$ cat src/rtl/kww_pkg.sv
package kww_pkg;
  localparam int BYTE_W = 8;
  localparam logic [2:0] OFS_CTRL = 3'd0;
  localparam logic [2:0] OFS_SVC  = 3'd1;
  localparam logic [2:0] OFS_LO   = 3'd2;
  localparam logic [2:0] OFS_HI   = 3'd3;
  localparam logic [2:0] OFS_DIV  = 3'd5;
  localparam int CB_EN   = 0;
  localparam int CB_POL  = 1;
  localparam int CB_INEN = 2;
  localparam int CB_IRQ  = 3;
  localparam logic [7:0] KEY_FIRST  = 8'hB4;
  localparam logic [7:0] KEY_SECOND = 8'h2C;
endpackage

$ cat src/rtl/kww_regfile.sv
module kww_regfile
  import kww_pkg::*;
#(
  parameter int CNT_W = 8,
  parameter int DIV_W = 8
) (
  input  logic             clk,
  input  logic             rst,
  input  logic             bus_vld,
  input  logic             bus_wr,
  input  logic [2:0]       bus_addr,
  input  logic [7:0]       bus_wdata,
  output logic [7:0]       bus_rdata,
  output logic             bus_err,
  output logic             en,
  output logic             pol,
  output logic             inen,
  output logic             inten,
  output logic [CNT_W-1:0] cmp_lo,
  output logic [CNT_W-1:0] cmp_hi,
  output logic [DIV_W-1:0] div,
  output logic             start,
  output logic             svc_wr,
  output logic [7:0]       svc_data
);
  logic ctrl_lk, lo_lk, hi_lk, div_lk;
  logic wr_acc, rd_acc;
  logic [7:0] rd_mux;

  assign wr_acc   = bus_vld && bus_wr;
  assign rd_acc   = bus_vld && !bus_wr;
  assign svc_wr   = wr_acc && (bus_addr == OFS_SVC);
  assign svc_data = bus_wdata;

  always_comb begin
    case (bus_addr)
      OFS_CTRL: rd_mux = {4'b0, inten, inen, pol, en};
      OFS_LO:   rd_mux = 8'(cmp_lo);
      OFS_HI:   rd_mux = 8'(cmp_hi);
      OFS_DIV:  rd_mux = 8'(div);
      default:  rd_mux = 8'h00;
    endcase
  end

  always_ff @(posedge clk) begin
    if (rst) begin
      en <= 1'b0; pol <= 1'b0; inen <= 1'b0; inten <= 1'b0;
      cmp_lo <= '0; cmp_hi <= '1; div <= '0;
      ctrl_lk <= 1'b0; lo_lk <= 1'b0; hi_lk <= 1'b0; div_lk <= 1'b0;
      bus_rdata <= 8'h00; bus_err <= 1'b0; start <= 1'b0;
    end else begin
      bus_err   <= 1'b0;
      start     <= 1'b0;
      bus_rdata <= rd_acc ? rd_mux : 8'h00;
      if (wr_acc) begin
        case (bus_addr)
          OFS_CTRL: begin
            inten <= bus_wdata[CB_IRQ];
            if (!ctrl_lk) begin
              en      <= bus_wdata[CB_EN];
              pol     <= bus_wdata[CB_POL];
              inen    <= bus_wdata[CB_INEN];
              start   <= bus_wdata[CB_EN];
              ctrl_lk <= 1'b1;
            end else if (bus_wdata[2:0] != {inen, pol, en}) begin
              bus_err <= 1'b1;
            end
          end
          OFS_LO: begin
            if (lo_lk) bus_err <= 1'b1;
            else begin cmp_lo <= bus_wdata[CNT_W-1:0]; lo_lk <= 1'b1; end
          end
          OFS_HI: begin
            if (hi_lk) bus_err <= 1'b1;
            else begin cmp_hi <= bus_wdata[CNT_W-1:0]; hi_lk <= 1'b1; end
          end
          OFS_DIV: begin
            if (div_lk) bus_err <= 1'b1;
            else begin div <= bus_wdata[DIV_W-1:0]; div_lk <= 1'b1; end
          end
          default: ;
        endcase
      end
    end
  end

  // a locked compare-low write is refused and the value holds
  a_r2_lo_locked: assert property (@(posedge clk) disable iff (rst)
    (wr_acc && bus_addr == OFS_LO && lo_lk) |=> ($stable(cmp_lo) && bus_err));
  // a locked prescaler write is refused and the value holds
  a_r2_div_locked: assert property (@(posedge clk) disable iff (rst)
    (wr_acc && bus_addr == OFS_DIV && div_lk) |=> ($stable(div) && bus_err));
  // an enabled monitor cannot be switched off
  a_r3_en_sticky: assert property (@(posedge clk) disable iff (rst)
    !$fell(en));
endmodule

$ cat src/rtl/kww_timebase.sv
module kww_timebase #(
  parameter int CNT_W = 8,
  parameter int DIV_W = 8
) (
  input  logic             clk,
  input  logic             rst,
  input  logic             run,
  input  logic             start,
  input  logic             clear,
  input  logic             slow_in,
  input  logic [DIV_W-1:0] div,
  output logic [CNT_W-1:0] cnt
);
  localparam logic [CNT_W-1:0] CNT_MAX = '1;
  logic s1, s2, s3, tick;
  logic [DIV_W-1:0] phase;

  assign tick = s2 && !s3;

  always_ff @(posedge clk) begin
    if (rst) begin
      s1 <= 1'b0; s2 <= 1'b0; s3 <= 1'b0;
      phase <= '0; cnt <= '0;
    end else begin
      s1 <= slow_in; s2 <= s1; s3 <= s2;
      if (start || clear) begin
        cnt   <= '0;
        phase <= '0;
      end else if (run && tick) begin
        if (phase == div) begin
          phase <= '0;
          if (cnt != CNT_MAX) cnt <= cnt + 1'b1;
        end else begin
          phase <= phase + 1'b1;
        end
      end
    end
  end

  // the counter holds or steps by one unless cleared
  a_r4_step: assert property (@(posedge clk) disable iff (rst)
    (!start && !clear) |=> (cnt == $past(cnt) || cnt == $past(cnt) + 1'b1));
  // saturation at all-ones
  a_r4_saturate: assert property (@(posedge clk) disable iff (rst)
    (cnt == CNT_MAX && !start && !clear) |=> cnt == CNT_MAX);
endmodule

$ cat src/rtl/kww_keycheck.sv
module kww_keycheck
  import kww_pkg::*;
#(
  parameter int CNT_W   = 8,
  parameter int KEY_WIN = 256
) (
  input  logic             clk,
  input  logic             rst,
  input  logic             run,
  input  logic             svc_wr,
  input  logic [7:0]       svc_data,
  input  logic [CNT_W-1:0] cnt,
  input  logic [CNT_W-1:0] cmp_lo,
  input  logic [CNT_W-1:0] cmp_hi,
  output logic             refresh,
  output logic             bad
);
  localparam int TW = (KEY_WIN > 1) ? $clog2(KEY_WIN) : 1;
  localparam logic [TW-1:0] T_LAST = TW'(KEY_WIN - 1);

  logic armed;
  logic [TW-1:0] timer;

  always_comb begin
    refresh = 1'b0;
    bad     = 1'b0;
    if (run) begin
      if (svc_wr) begin
        if (!armed) bad = (svc_data != KEY_FIRST);
        else if (svc_data != KEY_SECOND) bad = 1'b1;
        else if (cnt < cmp_lo) bad = 1'b1;
        else if (cnt <= cmp_hi) refresh = 1'b1;
      end else if (armed && timer == T_LAST) begin
        bad = 1'b1;
      end
    end
  end

  always_ff @(posedge clk) begin
    if (rst) begin
      armed <= 1'b0;
      timer <= '0;
    end else if (!run) begin
      armed <= 1'b0;
      timer <= '0;
    end else if (svc_wr) begin
      armed <= !armed && (svc_data == KEY_FIRST);
      timer <= '0;
    end else if (armed) begin
      if (timer == T_LAST) armed <= 1'b0;
      else timer <= timer + 1'b1;
    end
  end

  // a refresh only completes a sequence that was armed by the first key
  a_r6_needs_first: assert property (@(posedge clk) disable iff (rst)
    refresh |-> armed);
  // an armed sequence never outlives the key window
  a_r8_window: assert property (@(posedge clk) disable iff (rst)
    (armed && timer == T_LAST && !svc_wr) |=> !armed);
endmodule

$ cat src/rtl/keyed_window_watchdog.sv
module keyed_window_watchdog
  import kww_pkg::*;
#(
  parameter int CNT_W   = 8,
  parameter int DIV_W   = 8,
  parameter int KEY_WIN = 256
) (
  input  logic       clk,
  input  logic       rst,
  input  logic       bus_vld,
  input  logic       bus_wr,
  input  logic [2:0] bus_addr,
  input  logic [7:0] bus_wdata,
  output logic [7:0] bus_rdata,
  output logic       bus_err,
  input  logic       slow_clk_in,
  input  logic       mon_in,
  output logic       alarm_out,
  output logic       irq_out
);
  logic en, pol, inen, inten, start, svc_wr;
  logic [7:0] svc_data;
  logic [CNT_W-1:0] cmp_lo, cmp_hi, cnt;
  logic [DIV_W-1:0] div;
  logic refresh, bad, m1, m2, mon_hit, expire, set_alarm, alarm_nx;

  kww_regfile #(.CNT_W(CNT_W), .DIV_W(DIV_W)) u_regs (
    .clk(clk), .rst(rst), .bus_vld(bus_vld), .bus_wr(bus_wr),
    .bus_addr(bus_addr), .bus_wdata(bus_wdata), .bus_rdata(bus_rdata),
    .bus_err(bus_err), .en(en), .pol(pol), .inen(inen), .inten(inten),
    .cmp_lo(cmp_lo), .cmp_hi(cmp_hi), .div(div), .start(start),
    .svc_wr(svc_wr), .svc_data(svc_data));

  kww_timebase #(.CNT_W(CNT_W), .DIV_W(DIV_W)) u_time (
    .clk(clk), .rst(rst), .run(en), .start(start), .clear(refresh),
    .slow_in(slow_clk_in), .div(div), .cnt(cnt));

  kww_keycheck #(.CNT_W(CNT_W), .KEY_WIN(KEY_WIN)) u_key (
    .clk(clk), .rst(rst), .run(en), .svc_wr(svc_wr), .svc_data(svc_data),
    .cnt(cnt), .cmp_lo(cmp_lo), .cmp_hi(cmp_hi), .refresh(refresh), .bad(bad));

  assign mon_hit   = en && inen && (m2 == pol);
  assign expire    = en && (cnt > cmp_hi);
  assign set_alarm = bad || expire || mon_hit;

  always_comb begin
    if (set_alarm) alarm_nx = 1'b1;
    else if (refresh || start) alarm_nx = 1'b0;
    else alarm_nx = alarm_out;
  end

  always_ff @(posedge clk) begin
    if (rst) begin
      m1 <= 1'b0; m2 <= 1'b0;
      alarm_out <= 1'b0; irq_out <= 1'b0;
    end else begin
      m1 <= mon_in; m2 <= m1;
      alarm_out <= alarm_nx;
      irq_out   <= inten && alarm_nx;
    end
  end

  // exceeding the upper compare raises the alarm on the next edge
  a_r5_expire: assert property (@(posedge clk) disable iff (rst)
    (en && cnt > cmp_hi) |=> alarm_out);
  // a clean refresh drops the alarm
  a_r6_clear: assert property (@(posedge clk) disable iff (rst)
    (refresh && !expire && !mon_hit) |=> !alarm_out);
  // no interrupt without an alarm
  a_r11_irq_alarm: assert property (@(posedge clk) disable iff (rst)
    irq_out |-> alarm_out);
  // a block that is not enabled never alarms
  a_r3_idle_quiet: assert property (@(posedge clk) disable iff (rst)
    !en |=> !alarm_out);
endmodule

$ cat config.mk
export PLATFORM = sky130hd
export DESIGN_NAME = keyed_window_watchdog
export DESIGN_NICKNAME = d
export VERILOG_FILES = /design/src/rtl/kww_pkg.sv /design/src/rtl/kww_regfile.sv /design/src/rtl/kww_timebase.sv /design/src/rtl/kww_keycheck.sv /design/src/rtl/keyed_window_watchdog.sv
export SDC_FILE = /design/constraint.sdc
export NUM_CORES = 1
export LEC_CHECK = 0
export ABC_AREA = 1
export ABC_CLOCK_PERIOD_IN_PS = 4550
export BUFFER_PORTS_ARGS = -buffer_cell sky130_fd_sc_hd__buf_2
export CORE_MARGIN = 3
export CORE_UTILIZATION = 49
export CTS_CLUSTER_SIZE = 40
export DETAILED_ROUTE_END_ITERATION = 12
export HOLD_SLACK_MARGIN = 0.02
export PLACE_DENSITY = 0.69
export SYNTH_ARGS = -nofsm -noshare
export SYNTH_HDL_FRONTEND = slang
export SYNTH_SLANG_ARGS = --single-unit
$ cat constraint.sdc
create_clock -name clk -period 4.55 [get_ports clk]
set_input_delay 0 -clock clk [delete_from_list [all_inputs] [get_ports clk]]
set_output_delay 0 -clock clk [all_outputs]
set_load 0.1 [all_outputs]
==> results of run 1 <==
routing by layer:
metal,wire [um],share of wire,up-vias,GRT usage
met3,436,0.050,15,0.05605
met4,171,0.020,0,0.07550
met2,4027,0.46,64,0.3293
li1,-,-,1645,-
met1,4044,0.47,1460,0.2780
met5,0,0,-,0
state kept, by name (all words and copies together) (netlist names), 8 cells and up:
signal,flops
u_regs.cmp_lo,8
u_regs.cmp_hi,8
u_time.cnt,8
u_key.timer,8
u_regs.bus_rdata,8
u_time.phase,8
u_regs.div,8
power groups by stage:
| stage | sequential, mW | combinational (mW) | clock, mW |
|---|---|---|---|
| 2_1_floorplan | 0.681 | 0.0461 | 0 |
| 3_3_place_gp | 0.676 | 0.0764 | 0 |
| 3_5_place_dp | 0.676 | 0.0777 | 0 |
| 4_1_cts | 0.661 | 0.0870 | 0.554 |
| 5_1_grt | 0.662 | 0.0969 | 0.581 |
| 6_report | 0.661 | 0.0882 | 0.550 |
repair_timing:
action                    in CTS  in global routing
hold buffers                  14                  0
buffers inserted               0                  0
hold endpoints to repair      27                  0
synthesized netlist by cell type, drive strengths merged (2+ instances only):
library cell	instances
a211oi	2
a21oi	46
a221oi	5
buf	3
clkbuf	3
dfxtp	74
ha	18
inv	73
nand2	91
nand3	18
nand4	6
nor2	53
nor3	13
o211ai	8
o21ai	25
o22ai	7
or2	4
or3	2
xnor2	12
xor2	10
worst min-delay path, stage by stage:
cell and delay [ns]:
buf_2 0.12, nor3_2 0.07, inv_1 0.08, a211oi_1 0.07
kinds of logic after synthesis:
group | count (synthesis) | synth area share
AOI/OAI and AO/OA | 97 | 0.1576
and+or+nand+nor | 188 | 0.2402
xor gates and xnor gates | 22 | 0.05254
adders and majority gates | 18 | 0.06141
DFF | 74 | 0.4040
buffers and inverters | 79 | 0.08427
final timing paths:
check | start | to | slack [ns] | depth (start not counted)
setup / recovery | u_regs.cmp_hi[6] | u_time.phase[5] | 2.73 | 9
hold / removal | bus_addr[2] | u_key.armed | 0.03 | 4
setup reg to reg | u_regs.cmp_hi[6] | u_time.phase[5] | 2.73 | 9
hold reg to reg | m1 | m2 | 0.40 | 2
final cells by class:
class	count	area [sq um]
inverters	73	274.0
well taps	96	120.1
clock inverters	5	60.06
multi-input cells	325	1877
fillers	645	2780
clock buffers	11	151.4
flip-flops and latches	74	1481
repair buffers	41	275.3
layout by cell type (no fill, tap or decap), types with 3 or more instances in the layout:
master         instances
xor2_1                10
xnor2_1               12
or2_2                  3
inv_2                  5
ha_1                  18
nor2_1                48
dfxtp_1               74
a21oi_2                8
o22ai_1                7
nor3_1                 9
dlygate4sd3_1         14
inv_1                 68
nor2_2                 3
nand3_1               13
nand2_1               86
nand4_1                6
nand2_2                4
buf_2                 27
o211ai_1               8
nand3_2                4
a221oi_1               5
a21oi_1               38
nor3_2                 4
o21ai_0               25
clkbuf_8              11
==> impl_metrics.env, run 1 <==
export IMPL_outcome="finished clean"
export IMPL_power_internal_mw=0.9729
export IMPL_nNetsFinal=559
export IMPL_crit_buf_inv=1
export IMPL_peakVddDrop_v=0.0001476
export IMPL_cts_tree="done"
export IMPL_track_usage=0.2102
export IMPL_maxSlewViolCount=0
export IMPL_grt_max_degree=28
export IMPL_p_seq_frac=0.509
export IMPL_dieArea_sq_um=8558
export IMPL_endpoint_kind="flip-flop"
export IMPL_n_antenna_cell=0
export IMPL_drt_pre_antenna_iters=4
export IMPL_power_density_nw_per_um2=306.4
export IMPL_grt_first_pass_wirelength_um=14140
export IMPL_ctsResizeCount=0
export IMPL_drc=0
export IMPL_crit_path_cell_trace="inv_1, ha_1, nand2_1, nor2_1, nand4_1, a21oi_1, nand2_2, nand2_4, nor3_1"
export IMPL_area_growth_pct=15.59
export IMPL_final_area_sq_um=4239
export IMPL_switching_power_mw=0.3261
export IMPL_drt_total_wl_um=8679
export IMPL_ys_warn_count=0
export IMPL_combPwrFrac=0.068
export IMPL_maxSlewHeadroom=0.4954
export IMPL_hold_violations=0
export IMPL_dr_total_vias=3184
export IMPL_grt_overflow=0
export IMPL_synthArstFlopShare=0
export IMPL_setup_violations=0
export IMPL_cp_data_arrival_time_ns=2.05
export IMPL_io_buffers=27
export IMPL_synthFlopType="dfxtp_1"
export IMPL_synth_seq_cells=74
export IMPL_path_class="flip-flop to flip-flop"
export IMPL_yosys_area_top_type="dfxtp_1"
export IMPL_postSynthAreaPerCell_sq_um=7.672
export IMPL_p_leak_nw=1.826
export IMPL_synth_edf_count=0
export IMPL_ys_top_cells_by_area="dfxtp_1, nand2_1, inv_1"
export IMPL_start_util=0.5225
export IMPL_die_w_um=92.51
export IMPL_synthesis_area_sq_um=3667
export IMPL_hold_path_class="input port to flip-flop"
export IMPL_clock_sinks=74
export IMPL_synth_distinct_cells=38
export IMPL_finalSetupTns_ns=0
export IMPL_dp_slack_ns=2.767
export IMPL_finalCriticalPeriod_ns=1.825
export IMPL_yosysTopAreaCellShare=0.4040
export IMPL_critPathTopFamily="simple AND/OR/NAND/NOR gates"
export IMPL_layout_drive_gt1_share=0.1512
export IMPL_core_sq_um=7019
export IMPL_synth_cells=478
export IMPL_clock_power_share=0.423
export IMPL_grt_pass1_vias=2922
export IMPL_cpPeakStageDelay_ns=0.34
export IMPL_layout_worst_path_cycle_share=0.4011
export IMPL_fmax_mhz=548.0
export IMPL_cp_start_kind="flip-flop"
export IMPL_syn_nets=513
export IMPL_vias_per_cell=5.094
export IMPL_insertion_delay_ns=0.35
export IMPL_finalHoldWorstSlack_ns=0.03484
export IMPL_first_iter_violations=279
export IMPL_wl_per_cell_um=13.89
export IMPL_final_antenna_net_count=0
export IMPL_numCtsBuffers=9
export IMPL_placed_area_sq_um=3887
export IMPL_htree_levels=3
export IMPL_final_cells=625
export IMPL_fin_worst_skew_ns=0.01148
export IMPL_cts_root_buffer="clkbuf_8"
export IMPL_p_sw_frac=0.2511
export IMPL_rsz0062_at_grt="no"
export IMPL_rows=30
export IMPL_antenna_found_initial=0
export IMPL_place_congestion=0.8896
export IMPL_cp_slowest_cell="dfxtp_1"
export IMPL_worstPathRequired_ns=4.78
export IMPL_placed_cells=595
export IMPL_cts_buffer_depth=2
export IMPL_maxCapViolCount=0
export IMPL_clk_pin_slew_ns=0.08
export IMPL_setup_ws_ns=2.725
export IMPL_tightest_slew_ns=0.7561
export IMPL_final_core_util=0.6039
export IMPL_boundaryPins=28
export IMPL_report_power_total_mw=1.299
export IMPL_dp_hpwl_um=6412
export IMPL_ys_seq_area_frac=0.4040
export IMPL_die_h_um=92.51
export IMPL_critPathMaxFanout=15
No activity file was read; power rests on OpenSTA's default activity.
==> run 2, diff against run 1 <==
Settings changed: ABC_CLOCK_PERIOD_IN_PS 4550 to 1700.
Clock period 4.55 ns to 1.7 ns, I/O delays scaled along.
==> impl_metrics.env, run 2 (same netlist as run 1, synthesis figures left out) <==
export IMPL_finalHoldWorstSlack_ns=0.04010
export IMPL_insertion_delay_ns=0.36
export IMPL_critPathMaxFanout=8
export IMPL_htree_levels=3
export IMPL_fmax_mhz=591.5
export IMPL_wl_per_cell_um=15.01
export IMPL_cp_start_kind="flip-flop"
export IMPL_tightest_slew_ns=0.6568
export IMPL_layout_worst_path_cycle_share=0.9945
export IMPL_finalSetupTns_ns=0
export IMPL_drt_pre_antenna_iters=5
export IMPL_rows=30
export IMPL_grt_max_degree=28
export IMPL_crit_path_cell_trace="ha_4, a21o_1, nor2_1, nand2_2, a21oi_4, nand2_4, nand2_8, nor3_1"
export IMPL_dp_hpwl_um=6648
export IMPL_track_usage=0.2211
export IMPL_area_growth_pct=26.37
export IMPL_dp_slack_ns=-0.04597
export IMPL_antenna_found_initial=0
export IMPL_fin_worst_skew_ns=0.01285
export IMPL_fillers=562
export IMPL_clk_pin_slew_ns=0.08
export IMPL_final_antenna_net_count=0
export IMPL_cpPeakStageDelay_ns=0.43
export IMPL_grt_first_pass_wirelength_um=14710
export IMPL_hold_violations=0
export IMPL_dieArea_sq_um=8558
export IMPL_first_iter_violations=251
export IMPL_mostFrequentLayoutCell="nand2_1"
export IMPL_power_density_nw_per_um2=775.6
export IMPL_start_util=0.5225
export IMPL_dr_total_vias=3409
export IMPL_crit_buf_inv=0
export IMPL_die_h_um=92.51
export IMPL_peakVddDrop_v=0.0005215
export IMPL_numCtsBuffers=9
export IMPL_maxCapViolCount=0
export IMPL_placed_cells=614
export IMPL_nNetsFinal=580
export IMPL_place_congestion=0.8631
export IMPL_hold_path_class="input port to flip-flop"
export IMPL_boundaryPins=28
export IMPL_endpoint_kind="flip-flop"
export IMPL_maxSlewViolCount=0
export IMPL_report_power_total_mw=3.595
export IMPL_setup_violations=0
export IMPL_drt_total_wl_um=9695
export IMPL_cp_slowest_cell="dfxtp_1"
export IMPL_p_leak_nw=1.951
export IMPL_cts_tree="done"
export IMPL_worstPathRequired_ns=1.93
export IMPL_maxSlewHeadroom=0.5617
export IMPL_grt_pass1_vias=3044
export IMPL_outcome="finished clean"
export IMPL_final_cells=646
export IMPL_vias_per_cell=5.277
export IMPL_path_class="flip-flop to flip-flop"
export IMPL_layout_drive_gt1_share=0.2564
export IMPL_layout_common_cells="nand2_1, inv_1, dfxtp_1, nor2_1, a21oi_1"
export IMPL_finalCriticalPeriod_ns=1.691
export IMPL_die_w_um=92.51
export IMPL_drc=0
export IMPL_cp_data_arrival_time_ns=1.92
export IMPL_core_sq_um=7019
export IMPL_grt_overflow=0
export IMPL_cts_buffer_depth=2
export IMPL_cts_root_buffer="clkbuf_8"
export IMPL_clock_sinks=74
export IMPL_n_antenna_cell=0
export IMPL_setup_ws_ns=0.009317
export IMPL_critPathTopFamily="simple AND/OR/NAND/NOR gates"
export IMPL_io_buffers=27
[run 2: cell types whose count changed in the layout (fill, tap and decap cells not counted), moves of 3 or more]
cell and delta:
ha_4 +8, inv_2 +6, buf_4 +20, a21oi_1 -5, inv_1 -6, ha_1 -8, a21oi_2 +3, nand2_1 -4
dfxtp_2 +13, dfxtp_1 -13, nor2_1 -3
[run 2: layout make-up]
cell class	count	area (sq um)	area share
clock inverters	6	90.09	0.01944
clock buffers	10	137.6	0.02970
flip-flops and latches	74	1498	0.3232
multi-input cells	326	2090	0.4509
repair buffers	61	425.4	0.09179
inverters	73	274.0	0.05913
well taps	96	120.1	0.02592
[run 2: power by group]
group / switching (mW) / internal, mW / leakage [nW]
logic: 0.172 / 0.0985 / 1.24
clock network: 0.685 / 0.869 / 0.112
registers: 0.0147 / 1.76 / 0.599
total: 0.872 / 2.72 / 1.95
[run 2: worst reg2reg max path: cells and delay by family (launching register included)]
family,cells,cell delay [ns]
adders and majority gates,1,0.24
AOI/OAI and AO/OA,2,0.35
DFF,1,0.43
and+or+nand+nor,5,0.55
[run 2: layer usage]
metal | routed length (um) | part of all wire | vias up | global-route usage
li1 | - | - | 1706 | -
met1 | 4105 | 0.42 | 1525 | 0.2903
met2 | 4589 | 0.47 | 155 | 0.3553
met3 | 762 | 0.079 | 23 | 0.04630
met4 | 237 | 0.024 | 0 | 0.08540
met5 | 0 | 0 | - | 0
[run 2: what timing repair did]
| action | in CTS | in global routing |
|---|---|---|
| hold buffers | 14 | 0 |
| endpoints found under the setup margin | 16 | 19 |
| hold endpoints to repair | 28 | 0 |
| gates cloned | 0 | 1 |
| buffers inserted | 0 | 1 |
| gates resized for setup | 4 | 45 |
| pin swaps | 0 | 18 |
[run 2: worst paths after layout]
path                     endpoint  slack (ns)  cells after the start          start
hold reg to reg         u_time.s2        0.41                      2      u_time.s1
setup reg to reg  u_time.phase[4]       0.009                      8  u_time.cnt[7]
hold / removal        u_key.armed        0.04                      4    bus_addr[2]
setup / recovery  u_time.phase[4]       0.009                      8  u_time.cnt[7]
[run 2: per-stage QoR]
| stage | instance area, sq um | utilization |
|---|---|---|
| after floorplan | 3667 | - |
| after global placement | 4030 | 0.5742 |
| after detailed placement | 4030 | 0.5742 |
| after CTS | 4417 | 0.6292 |
| after global routing | 4634 | 0.6603 |
| final | 4634 | 0.6603 |
==> run 3, diff against run 2 <==
Settings changed: ABC_CLOCK_PERIOD_IN_PS 1700 to 1400, PLACE_DENSITY 0.69 to 0.72.
Clock period 1.7 ns to 1.4 ns, I/O delays scaled along.
==> impl_metrics.env, run 3 (same netlist as run 1, synthesis figures left out) <==
export IMPL_setup_ws_ns=-0.3087
export IMPL_crit_start="u_regs.cmp_lo[7]"
export IMPL_outcome="complete, but fails checks"
export IMPL_dieArea_sq_um=8558
export IMPL_numCtsBuffers=9
export IMPL_finalCriticalPeriod_ns=1.709
export IMPL_insertion_delay_ns=0.35
export IMPL_layout_worst_path_cycle_share=1.221
export IMPL_grt_pass1_vias=3491
export IMPL_final_antenna_net_count=0
export IMPL_p_leak_nw=2.240
export IMPL_dp_slack_ns=-0.2559
export IMPL_setup_violations=20
export IMPL_critPathMaxFanout=4
export IMPL_finalSetupTns_ns=-4.946
export IMPL_finalHoldWorstSlack_ns=0.03841
export IMPL_drt_pre_antenna_iters=5
export IMPL_boundaryPins=28
export IMPL_rrSetupSlack_ns=-0.31
export IMPL_antenna_found_initial=0
export IMPL_layout_drive_gt1_share=0.3927
export IMPL_fmax_mhz=585.2
export IMPL_start_util=0.5225
export IMPL_hold_path_class="input port to flip-flop"
export IMPL_grt_max_degree=28
export IMPL_cp_data_arrival_time_ns=2.00
export IMPL_grt_first_pass_wirelength_um=16130
export IMPL_die_w_um=92.51
export IMPL_clk_pin_slew_ns=0.08
export IMPL_rr_endpoint="irq_out"
export IMPL_fin_worst_skew_ns=0.007663
export IMPL_rsz0062_at_grt="yes"
export IMPL_ff2ff_path_depth=8
export IMPL_vias_per_cell=5.305
export IMPL_n_antenna_cell=0
export IMPL_wl_per_cell_um=15.08
export IMPL_drc=0
export IMPL_tightest_slew_ns=0.9321
export IMPL_multi_input_area_sq_um=2188
export IMPL_mostFrequentLayoutCell="nand2_1"
export IMPL_cp_start_kind="flip-flop"
export IMPL_rows=30
export IMPL_maxCapViolCount=0
export IMPL_track_usage=0.2388
export IMPL_worstPathRequired_ns=1.69
export IMPL_drt_total_wl_um=10590
export IMPL_grt_overflow=0
export IMPL_crit_end="irq_out"
export IMPL_cts_root_buffer="clkbuf_8"
export IMPL_cts_buffer_depth=2
export IMPL_reg2reg_from="u_regs.cmp_lo[7]"
export IMPL_hold_violations=0
export IMPL_violations="setup timing"
export IMPL_dr_total_vias=3724
export IMPL_nNetsFinal=636
export IMPL_fillers=489
export IMPL_io_buffers=27
export IMPL_power_density_nw_per_um2=809.3
export IMPL_seqCellArea_sq_um=1518
export IMPL_core_sq_um=7019
export IMPL_first_iter_violations=321
export IMPL_maxSlewViolCount=0
export IMPL_place_congestion=0.8498
export IMPL_path_class="flip-flop to flip-flop"
export IMPL_die_h_um=92.51
export IMPL_htree_levels=3
export IMPL_clock_sinks=74
export IMPL_dp_hpwl_um=7102
export IMPL_layout_common_cells="nand2_1, buf_4, inv_1, dfxtp_1, nor2_1"
export IMPL_maxSlewHeadroom=0.3763
export IMPL_area_growth_pct=40.46
export IMPL_endpoint_kind="flip-flop"
export IMPL_cts_tree="done"
export IMPL_peakVddDrop_v=0.0005756
export IMPL_whs_path_depth=4
[run 3: routing by layer]
| layer | track usage | part of all wire |
|---|---|---|
| met2 | 0.4187 | 0.49 |
| met5 | 0 | 0 |
| met1 | 0.2903 | 0.41 |
| met4 | 0.06683 | 0.034 |
| met3 | 0.05686 | 0.071 |
[run 3: worst min path at each step]
stage,start,endpoint
finish,bus_wr,u_regs.bus_err
global route,bus_wr,u_regs.bus_err
CTS,bus_wr,u_regs.bus_err
detailed placement,mon_in,m1
global placement,mon_in,m1
floorplan,rst,u_regs.start
[run 3: power breakdown]
group / leakage, nW / switching [mW] / internal (mW)
combinational: 1.54 / 0.219 / 0.143
sequential: 0.605 / 0.0174 / 2.12
clock: 0.0966 / 0.840 / 0.827
total: 2.24 / 1.08 / 3.09
[run 3: per-stage QoR]
stage	power, mW	util	std cells	instance area [sq um]
final	4.169	0.7339	702	5151
after global routing	4.299	0.7339	702	5151
after CTS	4.152	0.7020	693	4927
after detailed placement	2.485	0.6349	658	4457
after global placement	2.478	0.6349	658	4457
after floorplan	2.362	-	478	3767
[run 3: cell type report]
| cell class | instances | area share |
|---|---|---|
| inverter | 73 | 0.05368 |
| sequential | 74 | 0.2946 |
| timing repair buffer | 117 | 0.1661 |
| multi-input combinational | 326 | 0.4248 |
| clock buffer | 10 | 0.02478 |
| clock inverter | 6 | 0.01263 |
| tap | 96 | 0.02332 |
[run 3: what timing repair did]
| action | CTS | global route |
|---|---|---|
| cloned | 1 | 0 |
| setup buffers | 6 | 9 |
| setup endpoints to repair | 24 | 27 |
| pin swaps | 20 | 24 |
| hold buffers | 12 | 1 |
| endpoints found under the hold margin | 16 | 1 |
| resized for setup | 28 | 49 |
[run 3: critical path, stage by stage, from the launching register on]
cell	delay, ns
dfxtp_1	0.35
inv_1	0.08
ha_1	0.30
a21oi_2	0.13
o21a_1	0.20
a21oi_2	0.09
nand2_4	0.15
nand3_2	0.14
a21oi_2	0.19
